### src/rtl/spi_seq_pkg.sv
package spi_seq_pkg;

  typedef enum logic [1:0] {
    DIR_FULL = 2'd0,
    DIR_WR   = 2'd1,
    DIR_RD   = 2'd2,
    DIR_RSVD = 2'd3
  } xfer_dir_e;

  typedef enum logic [2:0] {
    ST_IDLE,
    ST_FETCH,
    ST_DECODE,
    ST_TXW,
    ST_ENGW,
    ST_RXW,
    ST_DELAY,
    ST_GAP
  } seq_state_e;

endpackage

### src/rtl/spi_seq_desc_ram.sv
module spi_seq_desc_ram #(
  parameter int WIDTH = 19,
  parameter int DEPTH = 8,
  localparam int AW = (DEPTH > 1) ? $clog2(DEPTH) : 1
) (
  input  logic             clk,
  input  logic             we,
  input  logic [AW-1:0]    waddr,
  input  logic [WIDTH-1:0] wdata,
  input  logic [AW-1:0]    raddr,
  output logic [WIDTH-1:0] rdata
);

  logic [WIDTH-1:0] mem [DEPTH];

  // Synchronous write and registered read, suitable for block RAM.
  always_ff @(posedge clk) begin
    if (we) mem[waddr] <= wdata;
    rdata <= mem[raddr];
  end

endmodule

### src/rtl/spi_seq_wait_timer.sv
module spi_seq_wait_timer #(
  parameter int LIMIT = 64,
  localparam int TW = $clog2(LIMIT + 1)
) (
  input  logic clk,
  input  logic rst,
  input  logic run,
  input  logic clr,
  output logic expired
);

  logic [TW-1:0] cnt;

  always_ff @(posedge clk) begin
    if (rst || !run || clr) begin
      cnt <= '0;
    end else if (cnt != TW'(LIMIT - 1)) begin
      cnt <= cnt + TW'(1);
    end
  end

  assign expired = run && !clr && (cnt == TW'(LIMIT - 1));

  // Saturates at the limit and never exceeds it.
  p_cnt_bound_r10: assert property (@(posedge clk) disable iff (rst)
    cnt <= TW'(LIMIT - 1));

endmodule

### src/rtl/spi_seq_ctrl.sv
module spi_seq_ctrl
  import spi_seq_pkg::*;
#(
  parameter int DATA_W  = 8,
  parameter int CNT_W   = 8,
  parameter int DLY_W   = 8,
  parameter int DEPTH   = 8,
  parameter int TIMEOUT = 64,
  parameter int CS_GAP  = 4,
  localparam int AW     = (DEPTH > 1) ? $clog2(DEPTH) : 1,
  localparam int DESC_W = CNT_W + DLY_W + 3
) (
  input  logic              clk,
  input  logic              rst,
  input  logic              desc_we,
  input  logic [AW-1:0]     desc_addr,
  input  logic [DESC_W-1:0] desc_wdata,
  input  logic              msg_start,
  input  logic [AW-1:0]     msg_last_idx,
  output logic              busy,
  output logic              msg_done,
  output logic              msg_err,
  input  logic              tx_valid,
  input  logic [DATA_W-1:0] tx_data,
  output logic              tx_ready,
  output logic              rx_valid,
  output logic [DATA_W-1:0] rx_data,
  input  logic              rx_ready,
  output logic              eng_go,
  output logic [DATA_W-1:0] eng_tx,
  input  logic              eng_done,
  input  logic [DATA_W-1:0] eng_rx,
  output logic              spi_cs_n
);

  localparam int DLY_LSB = CNT_W;
  localparam int DIR_LSB = CNT_W + DLY_W;
  localparam int CHG_BIT = CNT_W + DLY_W + 2;
  localparam int GAP_W   = $clog2(CS_GAP + 1);

  seq_state_e        state;
  logic [AW-1:0]     idx, last_idx;
  logic [CNT_W-1:0]  words_left;
  logic [DLY_W-1:0]  dly_cnt;
  logic [GAP_W-1:0]  gap_cnt;
  xfer_dir_e         cur_dir;
  logic              cur_chg;
  logic              cs_sel;
  logic              go_q, done_q, err_q;
  logic [DATA_W-1:0] tx_word_q, rx_word_q;
  logic [DESC_W-1:0] rd_q;
  logic              tmo_run, tmo_clr, tmo_hit;
  logic              tx_fire, rx_fire;

  spi_seq_desc_ram #(.WIDTH(DESC_W), .DEPTH(DEPTH)) u_ram (
    .clk   (clk),
    .we    (desc_we),
    .waddr (desc_addr),
    .wdata (desc_wdata),
    .raddr (idx),
    .rdata (rd_q)
  );

  assign tx_ready = (state == ST_TXW) && (cur_dir != DIR_RD);
  assign rx_valid = (state == ST_RXW);
  assign tx_fire  = tx_valid && tx_ready;
  assign rx_fire  = rx_valid && rx_ready;
  assign tmo_run  = tx_ready || rx_valid;
  assign tmo_clr  = tx_fire || rx_fire;

  spi_seq_wait_timer #(.LIMIT(TIMEOUT)) u_tmo (
    .clk     (clk),
    .rst     (rst),
    .run     (tmo_run),
    .clr     (tmo_clr),
    .expired (tmo_hit)
  );

  always_ff @(posedge clk) begin
    if (rst) begin
      state      <= ST_IDLE;
      idx        <= '0;
      last_idx   <= '0;
      words_left <= '0;
      dly_cnt    <= '0;
      gap_cnt    <= '0;
      cur_dir    <= DIR_FULL;
      cur_chg    <= 1'b0;
      cs_sel     <= 1'b0;
      go_q       <= 1'b0;
      done_q     <= 1'b0;
      err_q      <= 1'b0;
      tx_word_q  <= '0;
      rx_word_q  <= '0;
    end else begin
      go_q   <= 1'b0;
      done_q <= 1'b0;
      case (state)
        ST_IDLE: begin
          if (msg_start) begin
            idx      <= '0;
            last_idx <= msg_last_idx;
            state    <= ST_FETCH;
          end
        end
        ST_FETCH: state <= ST_DECODE;
        ST_DECODE: begin
          words_left <= rd_q[CNT_W-1:0];
          dly_cnt    <= rd_q[DLY_LSB +: DLY_W];
          cur_dir    <= xfer_dir_e'(rd_q[DIR_LSB +: 2]);
          cur_chg    <= rd_q[CHG_BIT];
          cs_sel     <= 1'b1;
          state      <= (rd_q[CNT_W-1:0] == '0) ? ST_DELAY : ST_TXW;
        end
        ST_TXW: begin
          if (cur_dir == DIR_RD) begin
            tx_word_q <= '0;
            go_q      <= 1'b1;
            state     <= ST_ENGW;
          end else if (tx_valid) begin
            tx_word_q <= tx_data;
            go_q      <= 1'b1;
            state     <= ST_ENGW;
          end else if (tmo_hit) begin
            cs_sel <= 1'b0;
            done_q <= 1'b1;
            err_q  <= 1'b1;
            state  <= ST_IDLE;
          end
        end
        ST_ENGW: begin
          if (eng_done) begin
            if (cur_dir == DIR_WR) begin
              words_left <= words_left - CNT_W'(1);
              state      <= (words_left == CNT_W'(1)) ? ST_DELAY : ST_TXW;
            end else begin
              rx_word_q <= eng_rx;
              state     <= ST_RXW;
            end
          end
        end
        ST_RXW: begin
          if (rx_ready) begin
            words_left <= words_left - CNT_W'(1);
            state      <= (words_left == CNT_W'(1)) ? ST_DELAY : ST_TXW;
          end else if (tmo_hit) begin
            cs_sel <= 1'b0;
            done_q <= 1'b1;
            err_q  <= 1'b1;
            state  <= ST_IDLE;
          end
        end
        ST_DELAY: begin
          if (dly_cnt != '0) begin
            dly_cnt <= dly_cnt - DLY_W'(1);
          end else if (idx == last_idx) begin
            // On the final descriptor a set cs_change keeps the device selected.
            cs_sel <= cur_chg;
            done_q <= 1'b1;
            err_q  <= 1'b0;
            state  <= ST_IDLE;
          end else begin
            idx <= idx + AW'(1);
            if (cur_chg) begin
              cs_sel  <= 1'b0;
              gap_cnt <= GAP_W'(CS_GAP - 1);
              state   <= ST_GAP;
            end else begin
              state <= ST_FETCH;
            end
          end
        end
        ST_GAP: begin
          if (gap_cnt == '0) state <= ST_FETCH;
          else               gap_cnt <= gap_cnt - GAP_W'(1);
        end
        default: state <= ST_IDLE;
      endcase
    end
  end

  assign busy     = (state != ST_IDLE);
  assign msg_done = done_q;
  assign msg_err  = err_q;
  assign eng_go   = go_q;
  assign eng_tx   = tx_word_q;
  assign rx_data  = rx_word_q;
  assign spi_cs_n = !cs_sel;

  // Checker state: cycles chip select has been released, saturating.
  logic [GAP_W-1:0] off_cnt;
  always_ff @(posedge clk) begin
    if (rst)                          off_cnt <= GAP_W'(CS_GAP);
    else if (!spi_cs_n)               off_cnt <= '0;
    else if (off_cnt != GAP_W'(CS_GAP)) off_cnt <= off_cnt + GAP_W'(1);
  end

  p_done_single_r11: assert property (@(posedge clk) disable iff (rst)
    msg_done |=> !msg_done);

  p_err_cs_off_r10: assert property (@(posedge clk) disable iff (rst)
    (msg_done && msg_err) |-> spi_cs_n);

  p_go_with_cs_r7: assert property (@(posedge clk) disable iff (rst)
    eng_go |-> !spi_cs_n);

  p_wr_no_rx_r3: assert property (@(posedge clk) disable iff (rst)
    (busy && cur_dir == DIR_WR && state != ST_DECODE) |-> !rx_valid);

  p_rx_hold_r13: assert property (@(posedge clk) disable iff (rst)
    (rx_valid && !rx_ready && !tmo_hit) |=> (rx_valid && $stable(rx_data)));

  p_cs_gap_r8: assert property (@(posedge clk) disable iff (rst)
    ($fell(spi_cs_n) && idx != '0) |-> (off_cnt >= GAP_W'(CS_GAP)));

endmodule

### config.mk
export PLATFORM = sky130hd
export DESIGN_NAME = spi_seq_ctrl
export DESIGN_NICKNAME = d
export VERILOG_FILES = /design/src/rtl/spi_seq_pkg.sv /design/src/rtl/spi_seq_desc_ram.sv /design/src/rtl/spi_seq_wait_timer.sv /design/src/rtl/spi_seq_ctrl.sv
export SDC_FILE = /design/constraint.sdc
export NUM_CORES = 1
export LEC_CHECK = 0
export BUFFER_PORTS_ARGS = -buffer_cell sky130_fd_sc_hd__buf_2
export CAP_MARGIN = 40
export CORE_ASPECT_RATIO = 1.75
export CORE_MARGIN = 8
export CORE_UTILIZATION = 55
export CTS_BUF_LIST = sky130_fd_sc_hd__clkbuf_8
export DETAILED_ROUTE_END_ITERATION = 6
export GPL_TIMING_DRIVEN = 0
export HOLD_SLACK_MARGIN = 0.1
export MAX_ROUTING_LAYER = met4
export PLACE_DENSITY = 0.79
export SLEW_MARGIN = 15
export SYNTH_ARGS = -nofsm -noshare
export SYNTH_HDL_FRONTEND = slang
export SYNTH_SLANG_ARGS = --single-unit
### constraint.sdc
create_clock -name clk -period 3.9 [get_ports clk]
set_clock_uncertainty 0.1 [all_clocks]
set_input_delay 0 -clock clk [delete_from_list [all_inputs] [get_ports clk]]
set_output_delay 0 -clock clk [all_outputs]
set_load 0.1 [all_outputs]
* Yosys cells after proc, flatten, opt, wreduce, memory -nomap -nowiden *
Memories as Yosys holds them, arrays and structs flattened. A register that Yosys moved wholly into a read port is not among the register bits.
Cells that the tools add are included.

storage, ports and cells
  bits in registers = 58
  bits in writable memories = 152
  input bits = 48
  output and inout port bits = 23
  word-level logic and storage cells = 144
  memories = 1

cells by class
  $add $sub $neg = 5
  equal/unequal tests = 29
  multiplexer cells = 57
  bitwise operators = 2
  reduce and logical (&&, ||, !) cells = 35

memory list
  memory     depth  width  read ports  clocked after memory_dff  wr ports  RTL line                RTL
  u_ram.mem  8      19     1           1                         1         spi_seq_desc_ram.sv:14  logic [WIDTH-1:0] mem [DEPTH];

operators with widths
  cell                                                   count
  two-way mux 3 bit                                      20
  two-way mux 8 bit                                      6
  inequality test 2 bit, second input constant           14
  one-hot mux 3 bit (8 select lines)                     1
  one-hot mux 8 bit (3 select lines)                     1
  two-way mux 1 bit                                      23
  one-hot mux 8 bit (2 select lines)                     1
  subtractor 8 x 1 -> 8 bit, second input constant       2
  == test 3 bit, second input constant                   4
  one-hot mux 3 bit (2 select lines)                     2
  AND reduction 4 bit                                    3
  AND reduction 6 bit                                    2
  nonzero test 3 bit                                     3
  == test 8 x 1 -> 1 bit, second input constant          1
  logical NOT 8 bit                                      1
  nonzero test 2 bit                                     4
  nonzero test 8 bit                                     1
  adder 7 x 1 -> 7 bit, second input constant            1
  == test 7 x 6 -> 1 bit, second input constant          1
  inequality test 7 x 6 -> 1 bit, second input constant  1
  == test 3 x 2 -> 1 bit, second input constant          2
  logical NOT 3 bit                                      2
  one-hot mux 1 bit (3 select lines)                     2
  AND reduction 2 bit                                    3
  17 further kinds                                       27

* Depth between registers and ports, before layout *
Gate-level depths: netlist of the first run.

  depth in word-level cells = 11
  depth in mapped cells = 8

* By module *
From an unflattened synthesis of the first run, not the netlist that was laid out.

unflattened totals
  cell total of the unflattened synthesis = 626
  area, all modules = 9332.7 um^2

modules (own cells, without submodules)
  module              times used  cells each  area each (um^2)
  spi_seq_desc_ram    1           251         6259.8
  spi_seq_ctrl        1           337         2740.1
  spi_seq_wait_timer  1           38          332.8

* Least setup slack after synthesis of the first run *
Ideal clock, no wire load.

  path kind = input -> register
  from = input desc_addr[0]
  to = memory u_ram.mem[0][0] (enable)
  arrival = 1.515 ns
  path slack = 1.866 ns
  stages on the path = 2
  path buffers = 0
  path through = nand2b_1 -> nor3_1

RTL lines
  element      RTL line                RTL
  from (decl)  spi_seq_ctrl.sv:16      input logic [AW-1:0] desc_addr,
  to (decl)    spi_seq_desc_ram.sv:14

Straight into the memory's write port.

* Worst setup path in the final report of the first run *
  from = register state[0]
  to = register tx_word_q[1] (netlist: eng_tx[1])

between the ends
  longest elaborated chain between the ends = 2

ends and longest elaborated chain
  element                               RTL line             RTL
  from (decl)                           spi_seq_ctrl.sv:41   seq_state_e state;
  from (signal assigned)                spi_seq_ctrl.sv:113  state <= (rd_q[CNT_W-1:0] == '0) ? ST_DELAY : ST_TXW;
  from (signal assigned)                spi_seq_ctrl.sv:135  state <= (words_left == CNT_W'(1)) ? ST_DELAY : ST_TXW;
  from (signal assigned)                spi_seq_ctrl.sv:145  state <= (words_left == CNT_W'(1)) ? ST_DELAY : ST_TXW;
  == test 3 x 2 -> 1 bit                spi_seq_ctrl.sv:98   case (state)
  AND reduction 2 bit (no source line)  -
  to (signal assigned)                  spi_seq_ctrl.sv:121  tx_word_q <= tx_data;
  to (decl)                             spi_seq_ctrl.sv:50   logic [DATA_W-1:0] tx_word_q, rx_word_q;

No other way between the ends.
A chain may end at the register's enable or synchronous reset.

==> out/qor.yml, run 1 <==
outcome:
  outcome: "completed"
synth:
  yosys_warnings: 0
  synth_edf_count: 152
  synth_cell_type_count: 69
  syn-num-nets: 689
  async_flop_share: 0
  yosysMostFrequentCell: "edfxtp_1"
  avgSynthCellArea_um2: 14.6
  yosys_most_used_dff: "edfxtp_1"
  netlist_instances: 633
  yosysTopAreaCell: "edfxtp_1"
  synth_area_leaders: "edfxtp_1 (49%), dfxtp_1 (17%), mux4_2 (9.3%)"
  yosys_register_bits: 229
  synth_top_area_share: 0.494
  ys_seq_area_frac: 0.660
  ys_top_cells_by_count: "edfxtp_1 (152), dfxtp_1 (77), nor2_1 (65), mux4_2 (38), nand2_1 (29)"
  synth_area_um2: 9250
timing:
  max_freq_mhz: 315
  finalWorstSetupSlack_ns: 0.722
  tightestPinTransition_ns: 0.776
  max-slew-margin-rel: 0.478
  slew_violations: 0
  min_period_ns: 3.18
  setup_viol: 0
  rsz0062_at_grt: "no"
  timing.setup.tns_ns: 0
  hold_viol_final: 0
  period_share: 0.815
routing:
  dr.pass1.iters: 5
  first_iter_violations: 493
  drt_wl_total_um: 22100
  wl_per_cell_um: 20.6
  via_count: 6089
  drc: 0
  vias_per_cell: 5.68
  ant_nets: 0
power:
  p_int_mw: 3.60
  p_leak_nw: 3.99
  peakVddDrop_uv: 427
  p_comb_frac: 0.100
  switchingPower_mw: 1.15
  power_density_nw_per_um2: 419
  p_seq_frac: 0.571
  netSwitchingFraction: 0.243
  clockPowerShare: 0.329
floorplanning:
  die_y_um: 188
  initial_utilization: 0.562
  dieWidth_um: 114
  ios: 71
  core_um2: 16400
  rows: 62
  dieArea_um2: 21400
clock_tree:
  clk_latency_ns: 0.57
  h-tree-depth: 1
  clockRootBuffer: "clkbuf_8"
  cts_tree: "yes"
  clk_pin_slew_ns: 0.06
  clk_path_buf_depth: 3
  cts_buffers: 31
  cts_resized: 0
  cts.sinks: 229
final_layout:
  multiInputGateArea_um2: 2950
  num_antenna_cells: 0
  nets: 880
  final_core_util: 0.690
  final_cells: 1072
  area_growth_syn_to_layout_pct: 22.7
  seq_area_um2: 6110
  fillers: 1158
  drive_above_1_share: 0.251
critical_path:
  crit_fanout: 10
  arrival_ns: 3.58
  crit_type: "reg2reg"
  endpoint_kind: "flip-flop"
  rr_worst_depth: 8
  cp-start-kind: "flip-flop"
  crit_required_ns: 4.30
min_path:
  min_path_type: "in2reg"
  holdPathStages: 2
global_route:
  grt_overflow: 0
  antenna_found_initial: 0
  grt_pass1_vias: 6697
  grt_max_degree: 16
  grt_util_all_layers: 0.218
  grt_first_pass_wirelength_um: 35700
placed_design:
  dpl_worst_slack_ns: 1.61
  dp_hpwl_um: 14400
  port_buffers: 70
  dp_cells: 937
  gp_congestion: 0.946
flow_run:
  drv_cap: 0
==> per-layer routing <==
metal  track usage  part of all wire  vias to the layer above
met3        0.0257             0.045                       65
met5             -                 0                        -
met1         0.228              0.37                     3001
li1              -                 -                     2822
met4        0.0984             0.036                        0
met2         0.398              0.55                      201
==> layout make-up <==
cell class              count  share of cell area
flip-flops and latches    229               0.538
multi-input cells         357               0.260
repair buffers            158               0.111
clock buffers              31              0.0376
well taps                 224              0.0247
plain buffers              30              0.0129
clock inverters            26             0.00927
inverters                  17             0.00563
==> power groups by stage <==
stage,Sequential [mW],Clock (mW),Combinational (mW)
6_report,2.71,1.56,0.475
5_1_grt,2.72,1.69,0.512
4_1_cts,2.71,1.59,0.469
3_5_place_dp,2.76,0,0.421
3_3_place_gp,2.76,0,0.400
2_1_floorplan,2.77,0,0.269
==> worst max-delay path, cell delays in order, from the launching register on <==
cell	delay, ns
dfxtp_1	0.30
clkbuf_2	0.21
buf_2	0.29
nand4b_1	0.17
nor2_1	0.56
a22oi_1	0.22
dlygate4sd3_1	0.59
nor2_1	0.11
dlygate4sd3_1	0.56
==> per-stage QoR <==
| stage | hold WS [ns] | cell area (um^2) | power [mW] |
|---|---|---|---|
| after floorplan | -0.00687 | 9250 | 3.03 |
| after global placement | 0.139 | 9880 | 3.16 |
| after detailed placement | 0.151 | 10000 | 3.18 |
| after CTS | 0.119 | 11300 | 4.77 |
| after global routing | 0.149 | 11300 | 4.92 |
| final | 0.142 | 11300 | 4.75 |
==> worst paths after layout <==
path                                start                         to  slack [ns]
hold / removal              desc_wdata[8]  u_ram.mem[4][8]$_DFFE_PP_        0.14
setup reg to reg    state[0]$_SDFFE_PP0P_     eng_tx[1]$_SDFFE_PP0P_        0.72
hold reg to reg   u_ram.rdata[16]$_DFF_P_    cur_dir[0]$_SDFFE_PP0P_        0.34
setup / recovery    state[0]$_SDFFE_PP0P_     eng_tx[1]$_SDFFE_PP0P_        0.72
==> repair_timing <==
| item | 4_1_cts | 5_1_grt |
|---|---|---|
| setup endpoints to repair | 0 | 0 |
| hold endpoints to repair | 337 | 0 |
| buffers inserted | 0 | 0 |
| hold buffers | 78 | 0 |
==> sequential cells by signal (all words and copies together), names as in the netlist <==
register / cells
u_ram.mem: 152
u_ram.rdata: 19
dly_cnt: 8
eng_tx: 8
rx_data: 8
words_left: 8
u_tmo.cnt: 7
gap_cnt: 3
idx: 3
last_idx: 3
state: 3
cur_dir: 2
cs_sel: 1
cur_chg: 1
eng_go: 1
msg_done: 1
msg_err: 1
==> logic make-up (layout without fill, tap and decap cells) <==
kind of cell             Yosys count  count (layout)  synth area share
flip-flops                       229             229             0.660
AO/OA/AOI/OAI                    105             105            0.0785
XOR/XNOR                           8               8           0.00758
buffers and inverters             47             262            0.0227
adder cells (fa/ha/maj)            8               8            0.0108
AND/OR/NAND/NOR                  165             165            0.0889
multiplexers                      71              71             0.131
==> placed cells by master, fill, tap and decap left out, types with 6 or more instances in the layout <==
master | Yosys | final
nor2_2 | 0 | 6
nor2_1 | 65 | 59
o21ai_0 | 28 | 28
edfxtp_1 | 152 | 152
nand3_1 | 9 | 9
a211oi_1 | 8 | 8
mux4_2 | 38 | 38
buf_8 | 0 | 6
clkbuf_1 | 14 | 14
buf_2 | 10 | 80
a22oi_1 | 13 | 13
clkbuf_8 | 0 | 31
clkinv_1 | 0 | 8
xnor2_1 | 6 | 6
mux2i_1 | 13 | 13
a21oi_1 | 22 | 22
ha_1 | 8 | 8
dfxtp_1 | 77 | 77
nand2_1 | 29 | 29
nand2b_1 | 6 | 6
dlygate4sd3_1 | 0 | 78
nor3_1 | 18 | 16
inv_1 | 17 | 31
mux2_2 | 20 | 20
Note: power is estimated with default switching activity, not from simulation.
==> run 2: changes to the inputs <==
==> constraint.sdc (replaced) <==
create_clock -name clk -period 3.3 [get_ports clk]
set_clock_uncertainty 0.1 [all_clocks]
set_input_delay 0 -clock clk [delete_from_list [all_inputs] [get_ports clk]]
set_output_delay 0 -clock clk [all_outputs]
set_load 0.1 [all_outputs]
==> run 2 against run 1 <==
  * Combinational power increased by 18%
  * First-iteration DRC count rose by 0.81%
  * Highest routed layer unchanged
  * Sequential power is 18% higher
  * Via count fell by 0.25%
  * Clock power rose by 19%
  * Maximum frequency grew 5.4%
  * Total power increased by 18%
  * Non-clock buffer count unchanged
  * Critical path type unchanged
==> out/qor.yml, run 2 (synthesized netlist as in run 1, its figures left out) <==
final_layout:
  num_antenna_cells: 0  # unchanged
  area_growth_syn_to_layout_pct: 22.7  # about the same
  final_common_cell: "edfxtp_1"  # unchanged
  final_core_util: 0.690  # about the same
  drive_above_1_share: 0.252  # was 0.251
  nets: 880  # unchanged
  reg_top3: "u_ram.mem: 152 flops, u_ram.rdata: 19 flops"  # unchanged
  largest_reg_flops: 152  # unchanged
  largest-register: "u_ram.mem"  # unchanged
  final_cell_mix: "edfxtp_1 (152), buf_2 (80), dlygate4sd3_1 (78)"  # unchanged
critical_path:
  crit_path_cell_trace: "buf_6 -> nor2b_1 -> nand2_1 -> nor3_4 -> mux2i_1 -> dlygate4sd3_1 -> nor2_1 -> dlygate4sd3_1"  # was clkbuf_2 -> buf_2 -> nand4b_1 -> nor2_1 -> a22oi_1 -> dlygate4sd3_1 -> nor2_1 -> dlygate4sd3_1
  crit_type: "reg2reg"  # unchanged
  crit_fanout: 10  # unchanged
  crit_required_ns: 3.64  # was 4.30 ns
  critPathBufInv: 3  # was 4
  arrival_ns: 3.36  # was 3.58 ns
  slowest_delay_ns: 0.60  # was 0.59 ns
  endpoint_kind: "flip-flop"  # unchanged
  critPathTopFamily: "buffers and inverters"  # unchanged
  slowest_stage: "dlygate4sd3_1"  # unchanged
  cp-start-kind: "flip-flop"  # unchanged
  crit_path_frequent_cell: "dlygate4sd3_1"
floorplanning:
  die_y_um: 188  # unchanged
  rows: 62  # unchanged
  core_um2: 16400  # unchanged
  initial_utilization: 0.562  # unchanged
  dieArea_um2: 21400  # unchanged
  dieWidth_um: 114  # unchanged
  ios: 71  # unchanged
timing:
  max_freq_mhz: 332  # was 315 MHz
  slew_violations: 0  # unchanged
  tightestPinTransition_ns: 0.786  # was 0.776 ns
  min_period_ns: 3.01  # was 3.18 ns
  timing.setup.tns_ns: 0  # unchanged
  period_share: 0.913  # was 0.815
  max-slew-margin-rel: 0.472  # was 0.478
  finalWorstSetupSlack_ns: 0.286  # was 0.722 ns
  rsz0062_at_grt: "no"  # unchanged
  hold_viol_final: 0  # unchanged
  setup_viol: 0  # unchanged
outcome:
  outcome: "completed"  # unchanged
routing:
  first_iter_violations: 497  # was 493
  ant_nets: 0  # unchanged
  via_count: 6074  # was 6,089
  drc: 0  # unchanged
  drt_wl_total_um: 22000  # was 22,100 um
  vias_per_cell: 5.67  # was 5.68
  dr.pass1.iters: 5  # unchanged
  wl_per_cell_um: 20.5  # was 20.6 um
global_route:
  antenna_found_initial: 0  # unchanged
  grt_first_pass_wirelength_um: 35700  # unchanged
  grt_pass1_vias: 6697  # unchanged
  grt_overflow: 0  # unchanged
  grt_max_degree: 16  # unchanged
  grt_util_all_layers: 0.218  # unchanged
clock_tree:
  cts_tree: "yes"  # unchanged
  h-tree-depth: 1  # unchanged
  clockRootBuffer: "clkbuf_8"  # unchanged
  clk_latency_ns: 0.58  # was 0.57 ns
  cts_setup_buffers: 0  # unchanged
  cts.sinks: 229  # unchanged
  cts_buffers: 31  # unchanged
  clk_pin_slew_ns: 0.07  # was 0.06 ns
  clk_path_buf_depth: 3  # unchanged
min_path:
  min_path_type: "in2reg"  # unchanged
power:
  p_leak_nw: 3.99  # about the same
  peakVddDrop_uv: 504  # was 427 uV
  power_density_nw_per_um2: 495  # was 419 nW/um^2
placed_design:
  gp_congestion: 0.946  # unchanged
  port_buffers: 70  # unchanged
  dpl_worst_slack_ns: 1.01  # was 1.61 ns
  dp_hpwl_um: 14400  # unchanged
flow_run:
  drv_cap: 0  # unchanged
run 2: cell types whose count changed in the layout (fill, tap and decap cells not counted):
cell    previous run  this run
nor2_1            59        58
nor2_2             6         7
run 2: metrics by stage:
stage / area (um^2) / std cells / power [mW] / hold slack, ns
after detailed placement: 10000 / 937 / 3.76 / 0.151
after floorplan: 9250 / 633 / 3.59 / -0.00687
final: 11300 / 1072 / 5.62 / 0.138
after global placement: 9880 / 927 / 3.73 / 0.139
after CTS: 11300 / 1072 / 5.63 / 0.119
after global routing: 11300 / 1072 / 5.82 / 0.149
run 2: routing by layer:
| metal | vias to the layer above | wire (um) | track usage |
|---|---|---|---|
| li1 | 2818 | - | - |
| met1 | 2990 | 8150 | 0.228 |
| met2 | 204 | 12000 | 0.398 |
| met3 | 62 | 1050 | 0.0257 |
| met4 | 0 | 818 | 0.0984 |
| met5 | - | 0 | - |
run 2: path summary, 6_finish.rpt:
check / from / end / slack [ns] / depth (start not counted)
min: desc_wdata[8] / u_ram.mem[4][8]$_DFFE_PP_ / 0.14 / 2
max reg2reg: state[1]$_SDFFE_PP0P_ / rx_data[3]$_SDFFE_PP0P_ / 0.29 / 8
max: state[1]$_SDFFE_PP0P_ / rx_data[3]$_SDFFE_PP0P_ / 0.29 / 8
min reg2reg: u_ram.rdata[16]$_DFF_P_ / cur_dir[0]$_SDFFE_PP0P_ / 0.34 / 2
run 2: cell type report:
type	count	area [um^2]
Tap cell	224	280
Clock buffer	31	427
Clock inverter	26	105
Sequential cell	229	6110
Buffer	30	146
Inverter	17	63.8
Timing Repair Buffer	158	1260
Multi-Input combinational cell	357	2960
Fill cell	1156	5100
run 2: power breakdown:
part | internal (mW) | leakage, nW | switching [mW]
sequential | 3.16 | 2.01 | 0.0457
clock | 0.871 | 0.322 | 0.982
combinational | 0.220 | 1.65 | 0.342
run 2: what timing repair did:
item                                    in CTS  in global routing
hold buffers                                78                  0
gates resized for setup                      0                  1
endpoints found under the setup margin       0                  2
hold endpoints to repair                   337                  0
==> run 3: changes to the inputs <==
--- a/config.mk
+++ b/config.mk
@@ -5,17 +5,17 @@
 export SDC_FILE = /design/constraint.sdc
 export NUM_CORES = 1
 export LEC_CHECK = 0
-export BUFFER_PORTS_ARGS = -buffer_cell sky130_fd_sc_hd__buf_2
 export CAP_MARGIN = 40
 export CORE_ASPECT_RATIO = 1.75
 export CORE_MARGIN = 8
 export CORE_UTILIZATION = 55
 export CTS_BUF_LIST = sky130_fd_sc_hd__clkbuf_8
 export DETAILED_ROUTE_END_ITERATION = 6
+export DONT_BUFFER_PORTS = 1
 export GPL_TIMING_DRIVEN = 0
 export HOLD_SLACK_MARGIN = 0.1
 export MAX_ROUTING_LAYER = met4
-export PLACE_DENSITY = 0.79
+export PLACE_DENSITY = 0.75
 export SLEW_MARGIN = 15
 export SYNTH_ARGS = -nofsm -noshare
 export SYNTH_HDL_FRONTEND = slang
==> run 3 against run 2 <==
  * Via count is 0.92% lower
  * Sequential share of layout area down 0.88 points
  * Total power up 8.6%
  * Critical path type unchanged
  * Non-clock buffer count fell by 45
==> out/qor.yml, run 3 (synthesized netlist as in run 1, its figures left out) <==
outcome:
  outcome: "completed"  # unchanged
critical_path:
  slowest_delay_ns: 0.60  # about the same
  path_depth: 8  # unchanged
  endpoint_kind: "flip-flop"  # unchanged
  cp-start-kind: "flip-flop"  # unchanged
  rr_worst_depth: 8  # unchanged
  crit_path_cell_trace: "clkbuf_2 -> buf_2 -> nand4b_1 -> nor2_2 -> a22oi_1 -> dlygate4sd3_1 -> nor2_1 -> dlygate4sd3_1"  # was buf_6 -> nor2b_1 -> nand2_1 -> nor3_4 -> mux2i_1 -> dlygate4sd3_1 -> nor2_1 -> dlygate4sd3_1
  critPathTopFamily: "buffers and inverters"  # unchanged
  crit_required_ns: 3.64  # about the same
  r2r-start: "state[0]$_SDFFE_PP0P_"  # was state[1]$_SDFFE_PP0P_
  arrival_ns: 3.33  # was 3.36 ns
  crit_type: "reg2reg"  # unchanged
  critPathBufInv: 4  # was 3
  crit_fanout: 10  # unchanged
  cp-endpoint: "eng_tx[0]$_SDFFE_PP0P_"  # was rx_data[3]$_SDFFE_PP0P_
  reg2reg_to: "eng_tx[0]$_SDFFE_PP0P_"  # was rx_data[3]$_SDFFE_PP0P_
  crit_path_frequent_cell: "dlygate4sd3_1"  # unchanged
  cp-startpoint: "state[0]$_SDFFE_PP0P_"  # was state[1]$_SDFFE_PP0P_
  slowest_stage: "dlygate4sd3_1"  # unchanged
  r2r_slack_ns: 0.31  # was 0.29 ns
final_layout:
  final_common_cell: "edfxtp_1"  # unchanged
  stdcell_area_um2: 11500  # was 11,300 um^2
  largest-register: "u_ram.mem"  # unchanged
  final_cell_mix: "edfxtp_1 (152), dlygate4sd3_1 (88), dfxtp_1 (77)"  # was edfxtp_1 (152), buf_2 (80), dlygate4sd3_1 (78)
  area_growth_syn_to_layout_pct: 24.7  # was 22.7%
  nets: 838  # was 880
  drive_above_1_share: 0.214  # was 0.252
  num_antenna_cells: 0  # unchanged
  largest_reg_flops: 152  # unchanged
  reg_top3: "u_ram.mem: 152 flops, u_ram.rdata: 19 flops"  # unchanged
floorplanning:
  rows: 62  # unchanged
  dieWidth_um: 114  # unchanged
  ios: 71  # unchanged
  core_um2: 16400  # unchanged
  die_y_um: 188  # unchanged
  initial_utilization: 0.562  # unchanged
  dieArea_um2: 21400  # unchanged
power:
  power_density_nw_per_um2: 529  # was 495 nW/um^2
  peakVddDrop_uv: 386  # was 504 uV
  p_seq_frac: 0.525  # was 0.570
  clockPowerShare: 0.386  # was 0.330
  switchingPower_mw: 1.46  # was 1.37 mW
  p_leak_nw: 3.92  # was 3.99 nW
  p_comb_frac: 0.089  # was 0.100
  p_int_mw: 4.65  # was 4.25 mW
  netSwitchingFraction: 0.239  # was 0.244
routing:
  drt_wl_total_um: 21900  # was 22,000 um
  wl_met2_um: 11800  # was 12,000 um
  via_count: 6018  # was 6,074
  dr.pass1.iters: 5  # unchanged
  highest_layer: "met4"  # unchanged
  wl_per_cell_um: 21.2  # was 20.5 um
  drc: 0  # unchanged
  vias_per_cell: 5.83  # was 5.67
  wl_met3_um: 1120  # was 1050 um
  wl_met1_um: 7970  # was 8150 um
  ant_nets: 0  # unchanged
  first_iter_violations: 455  # was 497
min_path:
  min_path_type: "in2reg"  # unchanged
  holdPathStages: 1  # was 2
global_route:
  grt_pass1_vias: 6439  # was 6,697
  grt_overflow: 0  # unchanged
  grt_first_pass_wirelength_um: 34600  # was 35,700 um
  antenna_found_initial: 0  # unchanged
  grt_max_degree: 20  # was 16
  grt_util_all_layers: 0.215  # was 0.218
timing:
  slew_violations: 0  # unchanged
  period_share: 0.906  # was 0.913
  max-slew-margin-rel: 0.437  # was 0.472
  min_period_ns: 2.99  # was 3.01 ns
  max_freq_mhz: 334  # was 332 MHz
  hold_viol_final: 0  # unchanged
  tightestPinTransition_ns: 0.843  # was 0.786 ns
  finalWorstSetupSlack_ns: 0.309  # was 0.286 ns
  rsz0062_at_grt: "no"  # unchanged
  setup_viol: 0  # unchanged
flow_run:
  drv_cap: 0  # unchanged
placed_design:
  gp_congestion: 0.929  # was 0.946
  dpl_worst_slack_ns: 1.00  # was 1.01 ns
  place_area_um2: 9940  # was 10,000 um^2
  port_buffers: 0  # was 70
  dp_hpwl_um: 13800  # was 14,400 um
clock_tree:
  clk_pin_slew_ns: 0.07  # about the same
  cts.sinks: 229  # unchanged
  clockRootBuffer: "clkbuf_8"  # unchanged
  clk_latency_ns: 0.51  # was 0.58 ns
  cts_setup_buffers: 0  # unchanged
  h-tree-depth: 2  # was 1
  cts_tree: "yes"  # unchanged
  cts_buffers: 34  # was 31
  clk_path_buf_depth: 3  # unchanged
-- run 3: cell types whose count changed in the layout (fill, tap and decap cells not counted), moves of 5 or more --
cell | previous run | this run
buf_2 | 80 | 10
buf_8 | 6 | 20
dlygate4sd3_1 | 78 | 88
clkbuf_8 | 31 | 40
inv_1 | 31 | 23
nor2_4 | 1 | 7
nor2_2 | 7 | 2
-- run 3: worst register-to-register path, delay by kind of cell, from the launching register on --
family	cells	cell delay, ns
buffers and inverters	4	1.65
AND/OR/NAND/NOR	3	0.72
flip-flops	1	0.30
AO/OA/AOI/OAI	1	0.17
-- run 3: cell type report --
class                   instances  area, um^2
plain buffers                  30         146
clock buffers                  40         551
clock inverters                22         156
fillers                      1103        4910
inverters                      17        63.8
multi-input cells             357        2990
flip-flops and latches        229        6110
well taps                     224         280
repair buffers                113        1240
-- run 3: how the worst min path moves through the flow --
stage | start | end | slack (ns)
final | desc_wdata[16] | u_ram.mem[7][16]$_DFFE_PP_ | 0.21
after global routing | desc_wdata[11] | u_ram.mem[3][11]$_DFFE_PP_ | 0.19
after CTS | desc_wdata[11] | u_ram.mem[6][11]$_DFFE_PP_ | 0.17
after detailed placement | msg_start | idx[2]$_SDFFE_PP0P_ | -0.002
after global placement | msg_start | idx[2]$_SDFFE_PP0P_ | -0.004
after floorplan | msg_start | idx[2]$_SDFFE_PP0P_ | -0.007
-- run 3: layer usage --
layer / up-vias / GRT usage
li1: 2746 / -
met1: 2947 / 0.218
met2: 248 / 0.387
met3: 77 / 0.0351
met4: 0 / 0.107
met5: - / -
-- run 3: power groups by stage --
stage               combinational, mW  sequential, mW  clock (mW)
floorplan                       0.317            3.27           0
global placement                0.397            3.28           0
detailed placement              0.443            3.27           0
CTS                             0.534            3.21        2.39
global route                    0.581            3.21        2.52
finish                          0.544            3.21        2.35
-- run 3: per-stage QoR --
stage / instances / util / hold WS [ns] / total power, mW / setup TNS, ns
final: 1032 / 0.701 / 0.208 / 6.10 / 0
after global routing: 1032 / 0.701 / 0.190 / 6.31 / 0
after CTS: 1032 / 0.701 / 0.170 / 6.13 / 0
after detailed placement: 882 / 0.604 / -0.00180 / 3.71 / 0
after global placement: 857 / 0.579 / -0.00364 / 3.68 / -0.305
after floorplan: 633 / - / -0.00687 / 3.59 / 0
-- run 3: repair_timing --
| item | 4_1_cts | 5_1_grt |
|---|---|---|
| setup endpoints to repair | 0 | 2 |
| endpoints found under the hold margin | 357 | 0 |
| hold buffers | 88 | 0 |
| gates resized for setup | 0 | 1 |
